$ cat src/rtl/pls_pkg.sv
package pls_pkg;
   typedef enum logic [1:0] {
      ST_IDLE  = 2'd0,
      ST_WAIT  = 2'd1,
      ST_PULSE = 2'd2
   } pls_state_t;
endpackage

$ cat src/rtl/pls_sync.sv
module pls_sync #(
   parameter int STAGES = 2
) (
   input  logic clk,
   input  logic rst_n,
   input  logic d_i,
   output logic q_o
);
   logic [STAGES-1:0] chain;

   generate
      if (STAGES < 2) begin : g_bad_stages
         $error("pls_sync: STAGES must be at least 2");
      end
      for (genvar i = 0; i < STAGES; i++) begin : g_stage
         if (i == 0) begin : g_first
            always_ff @(posedge clk or negedge rst_n)
               if (!rst_n) chain[0] <= 1'b0;
               else        chain[0] <= d_i;
         end else begin : g_next
            always_ff @(posedge clk or negedge rst_n)
               if (!rst_n) chain[i] <= 1'b0;
               else        chain[i] <= chain[i-1];
         end
      end
   endgenerate

   assign q_o = chain[STAGES-1];
endmodule

$ cat src/rtl/pls_interval.sv
module pls_interval #(
   parameter int LIMIT = 4
) (
   input  logic clk,
   input  logic rst_n,
   input  logic run_i,
   output logic hit_o
);
   localparam int CW = (LIMIT > 1) ? $clog2(LIMIT) : 1;
   localparam logic [CW-1:0] LAST = CW'(LIMIT - 1);

   logic [CW-1:0] cnt;

   generate
      if (LIMIT < 1) begin : g_bad_limit
         $error("pls_interval: LIMIT must be at least 1");
      end
   endgenerate

   always_ff @(posedge clk or negedge rst_n)
      if (!rst_n)          cnt <= '0;
      else if (!run_i)     cnt <= '0;
      else if (cnt == LAST) cnt <= '0;
      else                 cnt <= cnt + 1'b1;

   assign hit_o = run_i && (cnt == LAST);

   a_r2_count_in_range: assert property (@(posedge clk) disable iff (!rst_n)
      cnt <= LAST);
   a_r2_idle_zero: assert property (@(posedge clk) disable iff (!rst_n)
      !run_i |=> cnt == '0);
endmodule

$ cat src/rtl/pls_ctrl.sv
module pls_ctrl
   import pls_pkg::*;
#(
   parameter int MAX_CHECKS = 10,
   parameter int RW         = 4
) (
   input  logic          clk,
   input  logic          rst_n,
   input  logic          start_i,
   input  logic          lock_s_i,
   input  logic          wait_hit_i,
   input  logic          pulse_hit_i,
   output logic          wait_run_o,
   output logic          pulse_run_o,
   output logic          done_o,
   output logic          fail_o,
   output logic [RW-1:0] retries_o
);
   localparam logic [RW-1:0] LAST_CHECK = RW'(MAX_CHECKS - 1);

   pls_state_t    state, state_nx;
   logic [RW-1:0] checks;
   logic          give_up;

   assign give_up = (checks == LAST_CHECK);

   always_comb begin
      state_nx = state;
      unique case (state)
         ST_IDLE:  if (start_i) state_nx = ST_WAIT;
         ST_WAIT:  if (wait_hit_i) begin
                      if (lock_s_i || give_up) state_nx = ST_IDLE;
                      else                     state_nx = ST_PULSE;
                   end
         ST_PULSE: if (pulse_hit_i) state_nx = ST_WAIT;
         default:  state_nx = ST_IDLE;
      endcase
   end

   always_ff @(posedge clk or negedge rst_n) begin
      if (!rst_n) begin
         state     <= ST_IDLE;
         checks    <= '0;
         retries_o <= '0;
         done_o    <= 1'b0;
         fail_o    <= 1'b0;
      end else begin
         state <= state_nx;
         if (state == ST_IDLE && start_i) begin
            checks    <= '0;
            retries_o <= '0;
            done_o    <= 1'b0;
            fail_o    <= 1'b0;
         end else if (state == ST_WAIT && wait_hit_i) begin
            if (lock_s_i) begin
               done_o <= 1'b1;
            end else if (give_up) begin
               done_o <= 1'b1;
               fail_o <= 1'b1;
            end else begin
               checks    <= checks + 1'b1;
               retries_o <= retries_o + 1'b1;
            end
         end
      end
   end

   assign wait_run_o  = (state == ST_WAIT);
   assign pulse_run_o = (state == ST_PULSE);

   a_r3_retries_bounded: assert property (@(posedge clk) disable iff (!rst_n)
      retries_o <= LAST_CHECK);
   a_r3_fail_implies_done: assert property (@(posedge clk) disable iff (!rst_n)
      fail_o |-> done_o);
   a_r5_count_per_pulse: assert property (@(posedge clk) disable iff (!rst_n)
      $rose(pulse_run_o) |-> retries_o == $past(retries_o) + 1'b1);
   a_r4_pulse_after_check: assert property (@(posedge clk) disable iff (!rst_n)
      $rose(pulse_run_o) |-> $past(wait_hit_i) && !$past(lock_s_i));
   a_r6_no_pulse_when_done: assert property (@(posedge clk) disable iff (!rst_n)
      done_o |-> !pulse_run_o && !wait_run_o);
   a_r2_start_clears: assert property (@(posedge clk) disable iff (!rst_n)
      (state == ST_IDLE && start_i) |=> !done_o && !fail_o && retries_o == '0);
   a_r8_busy_start_ignored: assert property (@(posedge clk) disable iff (!rst_n)
      (state != ST_IDLE && start_i && !wait_hit_i) |=> !done_o);
   a_r7_result_held: assert property (@(posedge clk) disable iff (!rst_n)
      (state == ST_IDLE && !start_i) |=> $stable(done_o) && $stable(fail_o) && $stable(retries_o));
endmodule

$ cat src/rtl/pll_lock_supervisor.sv
module pll_lock_supervisor #(
   parameter int WAIT_CYCLES  = 500000,
   parameter int PULSE_CYCLES = 4,
   parameter int MAX_CHECKS   = 10,
   parameter int SYNC_STAGES  = 2,
   localparam int RW          = $clog2(MAX_CHECKS)
) (
   input  logic          clk,
   input  logic          rst_n,
   input  logic          start_i,
   input  logic          lock_i,
   output logic          pll_rst_o,
   output logic          done_o,
   output logic          fail_o,
   output logic [RW-1:0] retries_o
);
   logic lock_s, wait_run, wait_hit, pulse_run, pulse_hit;

   generate
      if (MAX_CHECKS < 2) begin : g_bad_checks
         $error("pll_lock_supervisor: MAX_CHECKS must be at least 2");
      end
      if (WAIT_CYCLES <= SYNC_STAGES) begin : g_bad_wait
         $error("pll_lock_supervisor: WAIT_CYCLES must exceed SYNC_STAGES");
      end
   endgenerate

   pls_sync #(.STAGES(SYNC_STAGES)) u_sync (
      .clk(clk), .rst_n(rst_n), .d_i(lock_i), .q_o(lock_s));

   pls_interval #(.LIMIT(WAIT_CYCLES)) u_wait (
      .clk(clk), .rst_n(rst_n), .run_i(wait_run), .hit_o(wait_hit));

   pls_interval #(.LIMIT(PULSE_CYCLES)) u_pulse (
      .clk(clk), .rst_n(rst_n), .run_i(pulse_run), .hit_o(pulse_hit));

   pls_ctrl #(.MAX_CHECKS(MAX_CHECKS), .RW(RW)) u_ctrl (
      .clk(clk), .rst_n(rst_n), .start_i(start_i), .lock_s_i(lock_s),
      .wait_hit_i(wait_hit), .pulse_hit_i(pulse_hit),
      .wait_run_o(wait_run), .pulse_run_o(pulse_run),
      .done_o(done_o), .fail_o(fail_o), .retries_o(retries_o));

   assign pll_rst_o = pulse_run;

   a_r1_quiet_after_reset: assert property (@(posedge clk) disable iff (!rst_n)
      $rose(rst_n) |-> !pll_rst_o && !done_o);
   a_r4_rst_not_with_done: assert property (@(posedge clk) disable iff (!rst_n)
      pll_rst_o |-> !done_o);
endmodule

$ cat config.mk
export PLATFORM = sky130hd
export DESIGN_NAME = pll_lock_supervisor
export DESIGN_NICKNAME = d
export VERILOG_FILES = /design/src/rtl/pls_pkg.sv /design/src/rtl/pls_sync.sv /design/src/rtl/pls_interval.sv /design/src/rtl/pls_ctrl.sv /design/src/rtl/pll_lock_supervisor.sv
export SDC_FILE = /design/constraint.sdc
export NUM_CORES = 1
export LEC_CHECK = 0
export ABC_CLOCK_PERIOD_IN_PS = 4500
export BUFFER_PORTS_ARGS = -buffer_cell sky130_fd_sc_hd__buf_2
export CORE_UTILIZATION = 60
export DETAILED_ROUTE_END_ITERATION = 7
export PLACE_DENSITY = 0.8
export SLEW_MARGIN = 30
export SYNTH_ARGS = -nofsm -noshare
export SYNTH_HDL_FRONTEND = slang
export SYNTH_SLANG_ARGS = --single-unit
$ cat constraint.sdc
create_clock -name clk -period 4.5 [get_ports clk]
set_input_delay 0.9 -clock clk [delete_from_list [all_inputs] [get_ports clk]]
set_output_delay 0.9 -clock clk [all_outputs]
set_load 0.1 [all_outputs]
==> results.yml <==
clocking:
  cts_tree: "yes"
  h-tree-depth: 2
  cts-root-buf: "clkbuf_4"
  cts.sinks: 35
  clk_path_buf_depth: 2
  ctsResizeCount: 0
  cts_hold_buf: 0
  cts_setup_buffers: 0
  clk_pin_slew_worst_paths_ns: 0.11
  cts_buffers: 5
  clk_latency_ns: 0.35
floorplan:
  fp.dieH_um: 56.9
  start_util: 0.645
  coreArea_sq_um: 2810
  die_area_sq_um: 3240
  io_pins: 11
  die-width_um: 56.9
  placementRows: 19
placement:
  pre_cts_ws_ns: 2.30
  hpwl_um: 2500
  post_dp_cell_area_sq_um: 1860
  finalWeightedCongestion: 0.912
  io_buffers: 10
timing:
  worstMarginPinSlew_ns: 0.744
  drv_slew: 0
  rsz0062_at_grt: "no"
  final-setup-viol-count: 0
  final_hold_viol_count: 0
  finalCritPeriodShare: 0.543
  clock.fmax_mhz: 409
  slew_headroom: 0.504
  setup_ws_ns: 2.06
  period_needed_ns: 2.44
  fin_tns_setup_ns: 0
  skew_ns: 0.0102
drt:
  vias: 1384
  drt_iter0_drc: 62
  drt_wl_total_um: 3500
  drtPass1Iterations: 6
  drc: 2
  wl_per_cell_um: 15.8
  drt-vias-per-instance: 6.23
  ant_nets: 0
power_and_ir_drop:
  p_per_area_nw_per_um2: 292
  power.switching_uw: 129
  p_int_uw: 438
  power_leakage_nw: 0.843
  pwr-share-comb: 0.033
  switching_share: 0.228
  vdd_ir_drop_max_mv: 0.223
  total_power_uw: 567
  seqPwrFrac: 0.564
  power_frac_clock: 0.403
worst_hold_path:
  hp-class: "register to register"
  min_path_cells: 0
setup_path:
  critPathRequiredTime_ns: 3.60
  critPathKind: "register to output port"
  reg2reg_depth: 4
  startpoint_type: "register"
  worstPathArrival_ns: 1.54
  critPathCaptureType: "output port"
  path_max_fanout: 9
yosys:
  yosysWarnings: 0
  synth_cell_types: 40
  synth_nets: 189
  yosysSeqAreaShare: 0.484
  postSynthAreaPerCell_sq_um: 10.1
  synth-seq-cells: 35
  netlist_area_sq_um: 1810
  syn_inst: 180
outcome:
  violations: "DRC"
  outcome: "finished with violations"
global_route:
  antenna_found_initial: 0
  grt.total_usage: 0.258
  grt_pass1_wl_um: 6220
  grt_pass1_vias: 1340
  grt_overflow: 0
  grt_max_degree: 36
layout:
  final_cell_mix: "dfrtp_1, nor2_1, nand2_1"
  nNetsFinal: 199
  final_layout_size_suffix_gt1_frac: 0.136
  n_antenna_cell: 0
  design_area_sq_um: 1940
  final_common_cell: "dfrtp_1"
  syn2layout_area_growth_pct: 7.26
job:
  max_cap_viol_count: 0
## final timing paths
kind / start / slack [ns] / endpoint
min in group asynchronous: rst_n / 0.60 / u_wait.cnt[8]
worst max register to register: u_wait.cnt[11] / 2.26 / u_ctrl.state[0]
worst max-delay path: u_ctrl.state[1] / 2.06 / pll_rst_o
max in group asynchronous: rst_n / 3.42 / u_wait.cnt[9]
worst min register to register: u_sync.chain[0] / 0.37 / u_sync.q_o
worst min-delay path: u_sync.chain[0] / 0.37 / u_sync.q_o
## stage by stage
step	instances	hold WS, ns	utilization
floorplan	180	0.331	-
global placement	214	0.334	0.663
detailed placement	214	0.340	0.663
CTS	222	0.367	0.692
global route	222	0.377	0.692
finish	222	0.368	0.692
## power groups by stage
stage	Combinational, mW	Clock, mW	Sequential [mW]
final	0.0188	0.228	0.319
after floorplan	0.00344	0	0.332
after global routing	0.0217	0.245	0.320
after global placement	0.0192	0	0.325
after CTS	0.0194	0.232	0.319
after detailed placement	0.0193	0	0.325
## kinds of logic (layout without fill, tap and decap cells)
| logic type | Yosys count | after routing | synth area share |
|---|---|---|---|
| simple gates | 90 | 90 | 0.286 |
| buf+inv | 13 | 24 | 0.0339 |
| fa+ha+maj | 5 | 5 | 0.0346 |
| flops | 35 | 35 | 0.484 |
| xor+xnor | 15 | 15 | 0.0726 |
| mux | 6 | 6 | 0.0332 |
| compound gates | 16 | 16 | 0.0560 |
## layer usage
metal,GRT usage,vias up,wire [um],share of wire
met5,0,-,0,0
met4,0.101,0,80,0.023
met3,0.0737,11,218,0.062
met2,0.385,48,1530,0.44
met1,0.357,657,1660,0.48
li1,-,668,-,-
## Yosys cell counts
| library cell | instances | area (sq um) |
|---|---|---|
| and2_1 | 1 | 6.26 |
| nor3_2 | 1 | 10.0 |
| and4_1 | 1 | 8.76 |
| and4bb_2 | 1 | 12.5 |
| nor2b_1 | 2 | 12.5 |
| o21ai_0 | 4 | 20.0 |
| a2111oi_0 | 1 | 8.76 |
| nand3_1 | 8 | 40.0 |
| o21ai_2 | 1 | 8.76 |
| inv_1 | 6 | 22.5 |
| nor2_1 | 21 | 78.8 |
| nor4bb_1 | 3 | 30.0 |
| o21a_1 | 2 | 15.0 |
| nor3_1 | 4 | 20.0 |
| nand4bb_1 | 1 | 11.3 |
| o31ai_1 | 2 | 15.0 |
| dfrtp_1 | 35 | 876 |
| nor4b_1 | 2 | 17.5 |
| or4_1 | 2 | 15.0 |
| or3b_2 | 1 | 8.76 |
| ha_1 | 5 | 62.6 |
| nand4_1 | 10 | 62.6 |
| nand2_1 | 14 | 52.6 |
| and3_1 | 2 | 12.5 |
| a21oi_1 | 5 | 25.0 |
| nand2_2 | 1 | 6.26 |
| nand2b_1 | 2 | 12.5 |
| nor3b_1 | 1 | 7.51 |
| buf_2 | 4 | 20.0 |
| clkbuf_1 | 2 | 7.51 |
| buf_6 | 1 | 11.3 |
| nor3b_2 | 1 | 12.5 |
| mux2i_1 | 6 | 60.1 |
| xnor2_1 | 11 | 96.3 |
| nor4_1 | 7 | 43.8 |
| nor4b_2 | 1 | 15.0 |
| nand3b_1 | 1 | 7.51 |
| xor2_1 | 4 | 35.0 |
| a31o_2 | 1 | 8.76 |
| or3_1 | 2 | 12.5 |
## state kept, by name, summed over array words and instances (netlist names)
name,cells
u_ctrl.fail_o,1
u_sync.q_o,1
u_sync.chain,1
u_ctrl.state,2
u_ctrl.done_o,1
u_ctrl.checks,4
u_wait.cnt,19
u_ctrl.retries_o,4
u_pulse.cnt,2
## cell type report
class	count	area [sq um]
clock inverters	3	43.8
fillers	225	865
flip-flops and latches	35	876
repair buffers	10	50.0
clock buffers	5	37.5
inverters	6	22.5
well taps	31	38.8
multi-input cells	132	872
## worst max-delay path, cell delays in order (launching register included)
cell and delay, ns:
dfrtp_1 0.51, nor2b_1 0.23, buf_2 0.45
Note: power is estimated with default switching activity, not from simulation.
